`config.mk`:
```
export PLATFORM = sky130hd
export DESIGN_NAME = tdm_rx
export DESIGN_NICKNAME = d
export VERILOG_FILES = /design/src/rtl/tdm_rx_pkg.sv /design/src/rtl/tdm_rx_edge.sv /design/src/rtl/tdm_rx_deser.sv /design/src/rtl/tdm_rx_fifo.sv /design/src/rtl/tdm_rx.sv
export SDC_FILE = /design/constraint.sdc
export NUM_CORES = 1
export LEC_CHECK = 0
export BUFFER_PORTS_ARGS = -buffer_cell sky130_fd_sc_hd__buf_2
export CAP_MARGIN = 25
export CORE_UTILIZATION = 55
export CTS_BUF_LIST = sky130_fd_sc_hd__clkbuf_4
export DETAILED_ROUTE_END_ITERATION = 16
export PLACE_DENSITY = 0.74
export SETUP_SLACK_MARGIN = 0.2
export SLEW_MARGIN = 25
export SYNTH_ARGS = -nofsm -noshare
export SYNTH_HDL_FRONTEND = slang
export SYNTH_HIERARCHICAL = 1
export SYNTH_SLANG_ARGS = --single-unit
```
`constraint.sdc`:
```
create_clock -name clk -period 3.55 [get_ports clk]
set_input_delay 0.71 -clock clk [delete_from_list [all_inputs] [get_ports clk]]
set_output_delay 0.71 -clock clk [all_outputs]
set_load 0.01 [all_outputs]
```
`src/rtl/tdm_rx_pkg.sv`:
```
package tdm_rx_pkg;

  // Frame sync interpretation, shared by the sampler and the top level
  typedef struct packed {
    logic inv;       // active-low sync pin
    logic word_len;  // sync spans a word: react to its leading edge only
    logic early;     // sync precedes the first data bit by one bit
  } fs_cfg_t;

endpackage

```
`src/rtl/tdm_rx_edge.sv`:
```
module tdm_rx_edge
  import tdm_rx_pkg::*;
(
  input  logic    clk,
  input  logic    rst,
  input  logic    bclk_i,
  input  logic    fs_i,
  input  logic    sd_i,
  input  fs_cfg_t cfg,
  output logic    smp_v_o,
  output logic    smp_d_o,
  output logic    smp_start_o
);

  logic bclk_q, bclk_qq, fs_q, sd_q;
  logic fs_prev, early_pend;
  logic fall, fs_act, sync_hit;

  assign fall     = bclk_qq & ~bclk_q;
  assign fs_act   = fs_q ^ cfg.inv;
  assign sync_hit = cfg.word_len ? (fs_act & ~fs_prev) : fs_act;

  always_ff @(posedge clk) begin
    if (rst) begin
      bclk_q      <= 1'b0;
      bclk_qq     <= 1'b0;
      fs_q        <= 1'b0;
      sd_q        <= 1'b0;
      fs_prev     <= 1'b0;
      early_pend  <= 1'b0;
      smp_v_o     <= 1'b0;
      smp_d_o     <= 1'b0;
      smp_start_o <= 1'b0;
    end else begin
      bclk_q  <= bclk_i;
      bclk_qq <= bclk_q;
      fs_q    <= fs_i;
      sd_q    <= sd_i;
      smp_v_o <= fall;
      if (fall) begin
        fs_prev     <= fs_act;
        early_pend  <= cfg.early & sync_hit;
        smp_d_o     <= sd_q;
        smp_start_o <= cfg.early ? early_pend : sync_hit;
      end
    end
  end

endmodule

```
`src/rtl/tdm_rx_deser.sv`:
```
module tdm_rx_deser #(
  parameter int WORD_W = 8,
  parameter int SLOTS  = 5
) (
  input  logic              clk,
  input  logic              rst,
  input  logic              en_i,
  input  logic              smp_v_i,
  input  logic              d_i,
  input  logic              start_i,
  output logic              word_v_o,
  output logic [WORD_W-1:0] word_o,
  output logic              slot0_o
);

  localparam int BW = (WORD_W > 1) ? $clog2(WORD_W) : 1;
  localparam int SW = (SLOTS > 1) ? $clog2(SLOTS) : 1;

  logic [BW-1:0]     bit_idx, idx_now;
  logic [SW-1:0]     slot_idx, slot_now;
  logic              active, go;
  logic [WORD_W-2:0] sh;
  logic [WORD_W-1:0] sh_next;

  assign go       = en_i & (start_i | active);
  assign idx_now  = start_i ? '0 : bit_idx;
  assign slot_now = start_i ? '0 : slot_idx;
  assign sh_next  = {sh, d_i};

  always_ff @(posedge clk) begin
    if (rst) begin
      bit_idx  <= '0;
      slot_idx <= '0;
      active   <= 1'b0;
      sh       <= '0;
      word_v_o <= 1'b0;
      word_o   <= '0;
      slot0_o  <= 1'b0;
    end else begin
      word_v_o <= 1'b0;
      if (!en_i) begin
        active <= 1'b0;
      end else if (smp_v_i && go) begin
        active <= 1'b1;
        sh     <= sh_next[WORD_W-2:0];
        if (idx_now == BW'(WORD_W-1)) begin
          word_v_o <= 1'b1;
          word_o   <= sh_next;
          slot0_o  <= (slot_now == '0);
          bit_idx  <= '0;
          slot_idx <= (slot_now == SW'(SLOTS-1)) ? '0 : slot_now + 1'b1;
        end else begin
          bit_idx  <= idx_now + 1'b1;
          slot_idx <= slot_now;
        end
      end
    end
  end

endmodule

```
`src/rtl/tdm_rx_fifo.sv`:
```
module tdm_rx_fifo #(
  parameter int WORD_W = 8,
  parameter int DEPTH  = 4,
  localparam int AW = (DEPTH > 1) ? $clog2(DEPTH) : 1,
  localparam int CW = $clog2(DEPTH) + 1
) (
  input  logic              clk,
  input  logic              rst,
  input  logic              fifo_en_i,
  input  logic [CW-1:0]     wm_i,
  input  logic              irq_en_i,
  input  logic              wr_v_i,
  input  logic [WORD_W-1:0] wr_d_i,
  input  logic              wr_s0_i,
  input  logic              rd_ack_i,
  output logic [WORD_W-1:0] data_o,
  output logic              slot0_o,
  output logic              rdy_o,
  output logic              irq_o,
  output logic              ovr_o,
  output logic [CW-1:0]     level_o
);

  // Storage has no reset so it can map onto RAM resources
  logic [WORD_W:0] mem [DEPTH];
  logic [AW-1:0]   wp, rp;
  logic [CW-1:0]   cnt, cnt_nx, cap, thr;
  logic            full, pop, push, drop, rdy_nx;

  assign cap    = fifo_en_i ? CW'(DEPTH) : CW'(1);
  assign thr    = (!fifo_en_i || wm_i == '0) ? CW'(1) : wm_i;
  assign full   = cnt >= cap;
  assign pop    = rd_ack_i && (cnt != '0);
  assign push   = wr_v_i && (!full || pop);
  assign drop   = wr_v_i && full && !pop;
  assign rdy_nx = cnt_nx >= thr;

  always_comb begin
    case ({push, pop})
      2'b10:   cnt_nx = cnt + 1'b1;
      2'b01:   cnt_nx = cnt - 1'b1;
      default: cnt_nx = cnt;
    endcase
  end

  always_ff @(posedge clk) begin
    if (push) mem[wp] <= {wr_s0_i, wr_d_i};
  end

  always_ff @(posedge clk) begin
    if (rst) begin
      wp    <= '0;
      rp    <= '0;
      cnt   <= '0;
      rdy_o <= 1'b0;
      irq_o <= 1'b0;
      ovr_o <= 1'b0;
    end else begin
      cnt   <= cnt_nx;
      rdy_o <= rdy_nx;
      irq_o <= rdy_nx & irq_en_i;
      if (push) wp <= wp + 1'b1;
      if (pop)  rp <= rp + 1'b1;
      if (drop)     ovr_o <= 1'b1;
      else if (pop) ovr_o <= 1'b0;
    end
  end

  assign {slot0_o, data_o} = mem[rp];
  assign level_o = cnt;

endmodule

```
`src/rtl/tdm_rx.sv`:
```
module tdm_rx
  import tdm_rx_pkg::*;
#(
  parameter int WORD_W = 8,
  parameter int SLOTS  = 5,
  parameter int DEPTH  = 4,
  localparam int LW = $clog2(DEPTH) + 1
) (
  input  logic              clk,
  input  logic              rst,
  input  logic              bclk_i,
  input  logic              fs_i,
  input  logic              sd_i,
  input  logic              cfg_en_i,
  input  logic              cfg_fifo_en_i,
  input  logic [LW-1:0]     cfg_wm_i,
  input  logic              cfg_fs_inv_i,
  input  logic              cfg_fs_word_i,
  input  logic              cfg_fs_early_i,
  input  logic              cfg_irq_en_i,
  input  logic              rd_ack_i,
  output logic [WORD_W-1:0] rx_data_o,
  output logic              rx_slot0_o,
  output logic              rx_rdy_o,
  output logic              rx_irq_o,
  output logic              rx_ovr_o,
  output logic [LW-1:0]     rx_level_o
);

  fs_cfg_t           fs_cfg;
  logic              smp_v, smp_d, smp_start;
  logic              word_v, word_s0;
  logic [WORD_W-1:0] word_d;

  assign fs_cfg = '{inv: cfg_fs_inv_i, word_len: cfg_fs_word_i, early: cfg_fs_early_i};

  tdm_rx_edge u_edge (
    .clk         (clk),
    .rst         (rst),
    .bclk_i      (bclk_i),
    .fs_i        (fs_i),
    .sd_i        (sd_i),
    .cfg         (fs_cfg),
    .smp_v_o     (smp_v),
    .smp_d_o     (smp_d),
    .smp_start_o (smp_start)
  );

  tdm_rx_deser #(.WORD_W(WORD_W), .SLOTS(SLOTS)) u_deser (
    .clk      (clk),
    .rst      (rst),
    .en_i     (cfg_en_i),
    .smp_v_i  (smp_v),
    .d_i      (smp_d),
    .start_i  (smp_start),
    .word_v_o (word_v),
    .word_o   (word_d),
    .slot0_o  (word_s0)
  );

  tdm_rx_fifo #(.WORD_W(WORD_W), .DEPTH(DEPTH)) u_fifo (
    .clk       (clk),
    .rst       (rst),
    .fifo_en_i (cfg_fifo_en_i),
    .wm_i      (cfg_wm_i),
    .irq_en_i  (cfg_irq_en_i),
    .wr_v_i    (word_v),
    .wr_d_i    (word_d),
    .wr_s0_i   (word_s0),
    .rd_ack_i  (rd_ack_i),
    .data_o    (rx_data_o),
    .slot0_o   (rx_slot0_o),
    .rdy_o     (rx_rdy_o),
    .irq_o     (rx_irq_o),
    .ovr_o     (rx_ovr_o),
    .level_o   (rx_level_o)
  );

endmodule

```
Word level (Yosys, flattened, before mapping)
Memories as Yosys holds them, arrays and structs flattened. A register that Yosys moved wholly into a read port is not among the register bits.
Index checks and enable logic that the tools add are counted.
W data, S select, Z words.
{"block": "op_classes", "mux": 17, "n_reduce_logical": 18, "n_eq_ne": 4, "multipliers": 0, "n_shift": 0, "magnitude_cmp": 2, "n_div": 0, "addsub": 6, "bitwise_logic": 11}
{"operator": "$mux W3", "count": 7}
{"operator": "$add A3 B1 Y3 const B", "count": 3}
{"operator": "$mux W1", "count": 7}
{"operator": "$eq A3 B3 Y1 const B", "count": 2}
{"operator": "$ge A3 B3 Y1", "count": 2}
{"operator": "$logic_not A3 Y1", "count": 2}
{"operator": "$pmux W3 S2", "count": 1}
{"operator": "$and A1 B1 Y1", "count": 5}
{"operator": "$logic_and A1 B1 Y1", "count": 5}
{"operator": "$add A2 B1 Y2 const B", "count": 2}
{"operator": "$mux W2", "count": 2}
{"operator": "$not A1 Y1", "count": 4}
{"operator": "$logic_not A1 Y1", "count": 3}
{"operator": "$reduce_and A3 Y1", "count": 1}
{"operator": "$reduce_bool A3 Y1", "count": 1}
{"operator": "$reduce_or A3 Y1", "count": 1}
{"operator": "$sub A3 B1 Y3 const B", "count": 1}
{"operator": "$eq A2 B1 Y1 const B", "count": 1}
{"operator": "$eq A2 B2 Y1 const B", "count": 1}
{"operator": "$logic_or A1 B1 Y1", "count": 2}
{"operator": "$reduce_and A2 Y1", "count": 1}
{"operator": "$reduce_bool A2 Y1", "count": 1}
{"operator": "$reduce_or A2 Y1", "count": 1}
{"operator": "$or A1 B1 Y1", "count": 1}
{"operator": "$xor A1 B1 Y1", "count": 1}
{"block": "totals", "mem_bits_ro": 0, "latchBits": 0, "ramBits": 36, "out_inout_bits": 15, "in_bits": 15, "n_memories": 1, "elab_cells": 81, "regBits": 43}
{"memory": "u_fifo.mem", "words": 4, "width": 9, "read_ports": 1, "rd_ports_with_merged_regs": 1, "write_ports": 1, "line_no": "tdm_rx_fifo.sv:25", "rtl": "logic [WORD_W:0] mem [DEPTH];"}

Longest topological paths before layout
Gate-level depths: netlist of the first run.
{"block": "logic_depth", "word_depth": 9, "depth_mapped": 10, "mapped_depth_nobuf": 10}

By module
Netlist of the first run, hierarchy kept.
{"mod": "tdm_rx_fifo", "seq_area_each_um2": 1321.3, "cells_each": 129, "area_each_um2": 2059.5, "instances": 1}
{"mod": "tdm_rx_deser", "seq_area_each_um2": 480.5, "cells_each": 126, "area_each_um2": 1027.2, "instances": 1}
{"mod": "tdm_rx_edge", "seq_area_each_um2": 180.2, "cells_each": 32, "area_each_um2": 302.8, "instances": 1}

Worst setup path after synthesis of the first run
No wires, ideal clock.
{"block": "synth_path", "path_type": "input-to-reg", "from": "input port cfg_fifo_en_i", "to": "register u_fifo.irq_o", "cell_stages": 10, "setup_slack_ns": 0.578, "setup_time_ns": 0.131, "t_required_ns": 3.419, "arrival_time_ns": 2.840, "n_path_buf": 0, "cell_sequence": "inv_1 ha_1 or4b_4 a2111oi_0 a211oi_1 ha_1 nand2b_1 a21o_1 a21oi_1 nor3b_1"}
{"block": "synth_via", "elab_chain_len": 9, "elab_cells_between_ends": 13, "classes_between": "order compare: 2; eq/ne: 2; mux: 3; bitwise: 1; reduce/logical: 5"}
{"element": "start: declaration", "line_no": "tdm_rx.sv:15", "rtl": "input logic cfg_fifo_en_i,"}
{"element": "$mux W3", "line_no": "tdm_rx_fifo.sv:30", "rtl": "assign cap = fifo_en_i ? CW'(DEPTH) : CW'(1);"}
{"element": "$ge A3 B3 Y1", "line_no": "tdm_rx_fifo.sv:32", "rtl": "assign full = cnt >= cap;"}
{"element": "$logic_not A1 Y1", "line_no": "tdm_rx_fifo.sv:34", "rtl": "assign push = wr_v_i && (!full || pop);"}
{"element": "$logic_or A1 B1 Y1", "line_no": "tdm_rx_fifo.sv:34"}
{"element": "$logic_and A1 B1 Y1", "line_no": "tdm_rx_fifo.sv:34"}
{"element": "$eq A2 B1 Y1 or $eq A2 B2 Y1 (tied branches)", "line_no": "tdm_rx_fifo.sv:39", "rtl": "case ({push, pop})"}
{"element": "$pmux W3 S2", "line_no": "tdm_rx_fifo.sv:39"}
{"element": "$ge A3 B3 Y1 *", "line_no": "tdm_rx_fifo.sv:36", "rtl": "assign rdy_nx = cnt_nx >= thr;"}
{"element": "$and A1 B1 Y1 *", "line_no": "tdm_rx_fifo.sv:61", "rtl": "irq_o <= rdy_nx & irq_en_i;"}
{"element": "end signal: assignment", "line_no": "tdm_rx_fifo.sv:61"}
{"element": "end: declaration", "line_no": "tdm_rx_fifo.sv:19", "rtl": "output logic irq_o,"}
Mark *: on every way between the ends. The rest lies on a longest branch, timed or not.
A chain may end at the register's enable or synchronous reset.

Worst setup path after layout of the first run
{"block": "layout_path", "from": "register u_fifo.cnt[0], in the netlist u_fifo/level_o[0]", "to": "register u_fifo.irq_o"}
{"block": "layout_via", "elab_chain_len": 8, "elab_cells_between_ends": 13, "classes_between": "add/sub: 2; order compare: 2; eq/ne: 2; mux: 1; bitwise: 1; reduce/logical: 5"}
{"element": "start: declaration", "line_no": "tdm_rx_fifo.sv:27", "rtl": "logic [CW-1:0] cnt, cnt_nx, cap, thr;"}
{"element": "start signal: assignment", "line_no": "tdm_rx_fifo.sv:59", "rtl": "cnt <= cnt_nx;"}
{"element": "$ge A3 B3 Y1 or $reduce_bool A3 Y1 (tied branches)", "line_no": "tdm_rx_fifo.sv:32, tdm_rx_fifo.sv:33"}
{"element": "$logic_not A1 Y1 or $logic_and A1 B1 Y1 (tied branches)", "line_no": "tdm_rx_fifo.sv:34, tdm_rx_fifo.sv:33"}
{"element": "$logic_or A1 B1 Y1", "line_no": "tdm_rx_fifo.sv:34"}
{"element": "$logic_and A1 B1 Y1", "line_no": "tdm_rx_fifo.sv:34"}
{"element": "$eq A2 B1 Y1 or $eq A2 B2 Y1 (tied branches)", "line_no": "tdm_rx_fifo.sv:39"}
{"element": "$pmux W3 S2 *", "line_no": "tdm_rx_fifo.sv:39"}
{"element": "$ge A3 B3 Y1 *", "line_no": "tdm_rx_fifo.sv:36"}
{"element": "$and A1 B1 Y1 *", "line_no": "tdm_rx_fifo.sv:61"}
Marks and branches as above.

==> impl_metrics.yaml, run 1 <==
floorplan:
  die_x_um: 80.51
  placementRows: 28
  die_h_um: 80.51
  io_pins: 30
  core_um2: 5921
  die_area_um2: 6481
  start_util_pct: 57.25
logic_synthesis:
  synth_ff_type: "dfxtp_1"
  ys_types: 51
  synthTopCellsByArea: "edfxtp_1 (32%), dfxtp_1 (27%), mux4_2 (6.0%)"
  synth_edf_count: 36
  synth_nets: 316
  synth_xor_area_share_pct: 1.034
  synth_top_cells_by_count: "nand2_1 (51), dfxtp_1 (45), edfxtp_1 (36)"
  syn_area_um2: 3390
  synthAdderAreaFrac_pct: 5.389
  synth-simple-area-share_pct: 13.66
  synthMuxAreaShare_pct: 6.275
  synth_top_family_by_area: "simple AND/OR/NAND/NOR gates"
  yosysMostFrequentCell: "nand2_1"
  yosysWarnings: 6
  postSynthCellCount: 287
  syn_area_per_cell_um2: 11.81
  synth_compound_area_share_pct: 11.96
  synth_top_area_share_pct: 31.89
  seq_area_frac_synth_pct: 58.47
  yosys.area.top_type: "edfxtp_1"
  postSynth.asyncResetShare_pct: 0
  ys_seq_elements: 81
clock_network:
  cts_root_buf: "clkbuf_4"
  clock_latency_ns: 0.40
  path_clk_slew_ns: 0.12
  htreeDepth: 3
  post_cts_resized: 0
  holdBufCountCts: 0
  numCtsBuffers: 9
  cts_tree: "yes"
  cts_post_setup_buffers_inserted: 0
  clockBufferDepth: 2
  clock_sinks: 81
route:
  vias: 2125
  drt_iter0_markers: 96
  wl_per_cell_um: 13.49
  dr.pass1.iters: 4
  ant_nets: 0
  post_drt_via_cell_ratio: 5.380
  totalWireLength_mm: 5.328
  drc: 0
global_route:
  grt_usage_pct: 18.75
  grt_first_pass_wirelength_mm: 8.990
  grt_antenna_before_repair: 0
  overflow: 0
  grt_pass1_vias: 1972
  grt_max_degree: 46
worst_setup_path:
  crit_required_ns: 3.82
  arrival_ns: 3.24
  setup.worst_path.class: "reg -> reg"
  cp-start-kind: "flop"
  worstPathMaxFanout: 8
  crit_path_start: "u_fifo/level_o[0]"
  rr_worst_depth: 10
  endpoint_kind: "flop"
  rr_startpoint: "u_fifo/level_o[0]"
  rrSetupSlack_ns: 0.57
timing:
  setup_viol: 0
  fin_tns_setup_ns: 0
  clock-skew-final_ns: 0.01328
  fmax_mhz: 336.0
  hold_viol: 0
  slew_violations: 0
  worst_slack_ns: 0.5734
  tightest_slew_ns: 0.8405
  final.hold.worst_slack_ns: 0.4544
  slew_headroom_pct: 43.72
  rsz0062_at_grt: "false"
  min_period_ns: 2.977
  finalCritPeriodShare_pct: 83.85
worst_hold_path:
  min_from: "u_edge/sd_q"
  whs_path_depth: 2
  hold_class: "reg -> reg"
finish:
  stdcell_count: 395
  final_util_pct: 62.60
  area_growth_pct: 9.339
  n_fill_cell: 478
  multi_input_area_um2: 1299
  layout-drive-gt1-share_pct: 19.69
  nNetsFinal: 344
  diodes: 0
  register_area_um2: 1982
placement:
  portBuffers: 29
  placed_cells: 379
  gp_congestion: 0.8079
  dp_hpwl_mm: 3.664
  pre_cts_ws_ns: 0.2836
run:
  drv_cap: 0
status:
  outcome: "finished, final reports clean"
power:
  irDropWorstVdd_mv: 0.3585
  p_leak_uw: 0.001438
  power.density_nw_per_um2: 449.4
## cells in the final DEF, fill, tap and decap left out, types with 9 or more instances in the layout
| cell | netlist | layout |
|---|---|---|
| a21oi_1 | 28 | 28 |
| buf_2 | 3 | 29 |
| clkbuf_4 | 0 | 9 |
| dfxtp_1 | 45 | 45 |
| edfxtp_1 | 36 | 36 |
| ha_1 | 13 | 13 |
| inv_1 | 13 | 13 |
| mux4_2 | 9 | 9 |
| nand2_1 | 51 | 51 |
| nor2_1 | 12 | 12 |
## routing by layer
layer / routed length, µm / vias to the layer above / GRT usage, %
met5: 0 / - / 0
met4: 72 / 0 / 8.036
met3: 214 / 6 / 5.795
met2: 2614 / 45 / 30.68
met1: 2427 / 997 / 22.70
li1: - / 1077 / -
## layout make-up
| cell class | instances | area share (%) |
|---|---|---|
| clock buffer | 9 | 1.823 |
| clock inverter | 7 | 1.891 |
| inverter | 13 | 1.317 |
| multi-input combinational | 181 | 35.04 |
| sequential | 81 | 53.48 |
| tap | 75 | 2.532 |
| timing repair buffer | 29 | 3.916 |
## through the flow
step | power, µW | instance area [µm²]
2_1_floorplan | 1131 | 3390
3_3_place_gp | 1166 | 3568
3_5_place_dp | 1171 | 3568
4_1_cts | 1692 | 3706
5_1_grt | 1742 | 3706
6_report | 1666 | 3706
## worst paths after layout
path / endpoint
hold reg to reg: u_edge/smp_d_o
setup reg to reg: u_fifo/irq_o
setup / recovery: u_fifo/irq_o
hold / removal: u_edge/smp_d_o
## kinds of logic after synthesis
group,Yosys count
and+or+nand+nor,97
DFF,81
AOI/OAI and AO/OA,56
buffers and inverters,25
adders and majority gates,14
muxes,10
xor gates and xnor gates,4
## critical path, stage by stage (launching register included)
cell and delay, ns:
dfxtp_1 0.47, inv_1 0.15, ha_1 0.29, or4b_4 0.55, a21o_1 0.22, a211oi_1 0.34, ha_1 0.29, nand2b_1 0.14
a21o_1 0.17, a21oi_1 0.18, nor3b_1 0.07
## state kept, by name, summed over array words and instances, names as in the netlist, 2 cells and up, named ones only
signal	flops
u_deser/word_o	8
u_fifo/wp	2
u_fifo/mem	36
u_deser/sh	7
u_deser/bit_idx	3
u_deser/slot_idx	3
u_fifo/level_o	3
u_fifo/rp	2
## where the power goes
| group | total (µW) | leakage, µW | switching [µW] | internal (µW) |
|---|---|---|---|---|
| Clock | 516 | 0.0000676 | 302 | 214 |
| Sequential | 1010 | 0.000783 | 23.9 | 982 |
| Combinational | 144 | 0.000588 | 76.4 | 67.5 |
Note: power is estimated with default switching activity, not from simulation.
==> inputs of run 2 (changes only) <==
- PLACE_DENSITY: 0.74 -> 0.76
- clock period: 3.55 -> 2.5 ns (I/O delays scaled with it)
==> impl_metrics.yaml, run 2 (same netlist as run 1, synthesis figures left out) <==
clock_network:
  clock_sinks: 81
  clock_latency_ns: 0.40
  path_clk_slew_ns: 0.13
  htreeDepth: 3
  numCtsBuffers: 9
  cts_root_buf: "clkbuf_4"
  clockBufferDepth: 2
  cts_tree: "yes"
timing:
  worst_slack_ns: -0.07722
  fmax_mhz: 388.0
  final.hold.worst_slack_ns: 0.3045
  setup_viol: 2
  slew_violations: 0
  finalCritPeriodShare_pct: 103.1
  slew_headroom_pct: 69.79
  rsz0062_at_grt: "true"
  clock-skew-final_ns: 0.01260
  tightest_slew_ns: 0.4531
  min_period_ns: 2.577
  hold_viol: 0
floorplan:
  io_pins: 30
  die_h_um: 80.51
  die_x_um: 80.51
  core_um2: 5921
  placementRows: 28
  start_util_pct: 57.25
  die_area_um2: 6481
power:
  pwr-share-comb_pct: 13.2
  total_power_uw: 2478
  irDropWorstVdd_mv: 0.3494
  p_clk_share_pct: 29.8
  power_switching_uw: 611.9
  seq_power_share_pct: 57.0
  p_sw_share_pct: 24.69
  power.density_nw_per_um2: 613.3
  p_leak_uw: 0.001573
  internal_power_uw: 1866
worst_setup_path:
  worstPathMaxFanout: 3
  worst-path-buf-inv: 2
  endpoint_kind: "flop"
  slowest_stage: "or4b_4"
  path_delay_family: "simple AND/OR/NAND/NOR gates"
  crit_required_ns: 2.79
  rr_startpoint: "u_fifo/level_o[0]"
  arrival_ns: 2.87
  cp.depth: 11
  crit_chain: "inv_4, ha_4, or4b_4, buf_6, a2111oi_4, a211oi_2, ha_1, nand2b_4, a21o_1, a21oi_2, nor3b_1"
  rr_worst_depth: 11
  max_stage_delay_ns: 0.52
  r2r_end: "u_fifo/irq_o"
  setup.worst_path.class: "reg -> reg"
  rrSetupSlack_ns: -0.08
  cp-start-kind: "flop"
finish:
  layout-drive-gt1-share_pct: 30.23
  largest-register: "u_fifo/mem"
  stdcell_area_um2: 4040
  nNetsFinal: 368
  largest_reg_flops: 36
  layout_commonest_cell: "nand2_1"
  diodes: 0
  area_growth_pct: 19.20
  final_cell_mix: "nand2_1 (51), dfxtp_1 (44), edfxtp_1 (36)"
  n_fill_cell: 427
  top_regs: "u_fifo/mem x36, u_deser/word_o x8, u_deser/sh x7"
global_route:
  overflow: 0
  grt_first_pass_wirelength_mm: 9.156
  grt_usage_pct: 19.08
  grt_max_degree: 27
  grt_pass1_vias: 2063
  grt_antenna_before_repair: 0
route:
  post_drt_via_cell_ratio: 5.241
  wl_per_cell_um: 13.02
  vias: 2196
  ant_nets: 0
  dr.pass1.iters: 6
  drt_iter0_markers: 55
  drc: 0
  totalWireLength_mm: 5.455
placement:
  dp_hpwl_mm: 3.828
  gp_congestion: 0.8345
  portBuffers: 29
  placed_cell_area_um2: 3832
  pre_cts_ws_ns: -0.4362
worst_hold_path:
  hold_class: "in -> reg"
  whs_path_depth: 2
  min_from: "bclk_i"
  hold-path-endpoint: "u_edge/bclk_q"
status:
  violations: "setup timing"
  outcome: "finished with violations"
run:
  drv_cap: 0
-- run 2: cell types whose count changed in the layout (fill, tap and decap cells not counted), sizes merged --
cell	before	now
clkinv	3	4
buf	29	53
clkinvlp	2	1
-- run 2: timing repair --
action | in CTS | in global routing
pin swaps | 7 | 3
buffers inserted | 3 | 0
endpoints found under the setup margin | 2 | 38
hold buffers | 0 | 0
gates resized for setup | 9 | 3
-- run 2: worst max-delay path by stage --
stage | start | slack (ns) | endpoint
floorplan | cfg_fifo_en_i | -0.18 | u_fifo/irq_o
global placement | cfg_fifo_en_i | -0.39 | u_fifo/irq_o
detailed placement | cfg_fifo_en_i | -0.44 | u_fifo/irq_o
CTS | u_fifo/level_o[0] | -0.08 | u_fifo/irq_o
global route | u_fifo/level_o[0] | -0.19 | u_fifo/irq_o
finish | u_fifo/level_o[0] | -0.08 | u_fifo/irq_o
-- run 2: area by class of cell --
cell class | instances | area, µm² | area share, %
well taps | 75 | 93.84 | 2.323
clock buffers | 9 | 67.56 | 1.672
multi-input cells | 181 | 1373 | 33.97
clock inverters | 7 | 70.07 | 1.734
repair buffers | 53 | 386.6 | 9.570
flip-flops and latches | 81 | 1986 | 49.15
inverters | 13 | 63.81 | 1.579
-- run 2: per-stage QoR --
step	util, %	setup TNS, ns	instances
floorplan	-	-0.3500	287
global placement	64.73	-3.131	400
detailed placement	64.73	-3.460	400
CTS	67.98	-0.1574	419
global route	68.24	-0.3668	419
finish	68.24	-0.1527	419
-- run 2: metal layers --
layer  GRT usage, %  vias up  routed length [µm]
li1               -     1129                   -
met1          22.21     1017                2474
met2          33.22       43                2746
met3          4.773        7                 159
met4          7.857        0                  74
met5              0        -                   0
-- run 2: worst reg2reg max path, cell delays in order (launching register included) --
cell       delay [ns]
dfxtp_4          0.39
inv_4            0.04
ha_4             0.22
or4b_4           0.52
buf_6            0.15
a2111oi_4        0.30
a211oi_2         0.08
ha_1             0.30
nand2b_4         0.13
a21o_1           0.16
a21oi_2          0.13
nor3b_1          0.06
-- run 2: power groups by stage --
stage | logic [µW] | clock network (µW) | registers [µW]
after floorplan | 180 | 0 | 1450
after global placement | 284 | 0 | 1440
after detailed placement | 293 | 0 | 1440
after CTS | 326 | 763 | 1410
after global routing | 359 | 814 | 1410
final | 328 | 738 | 1410
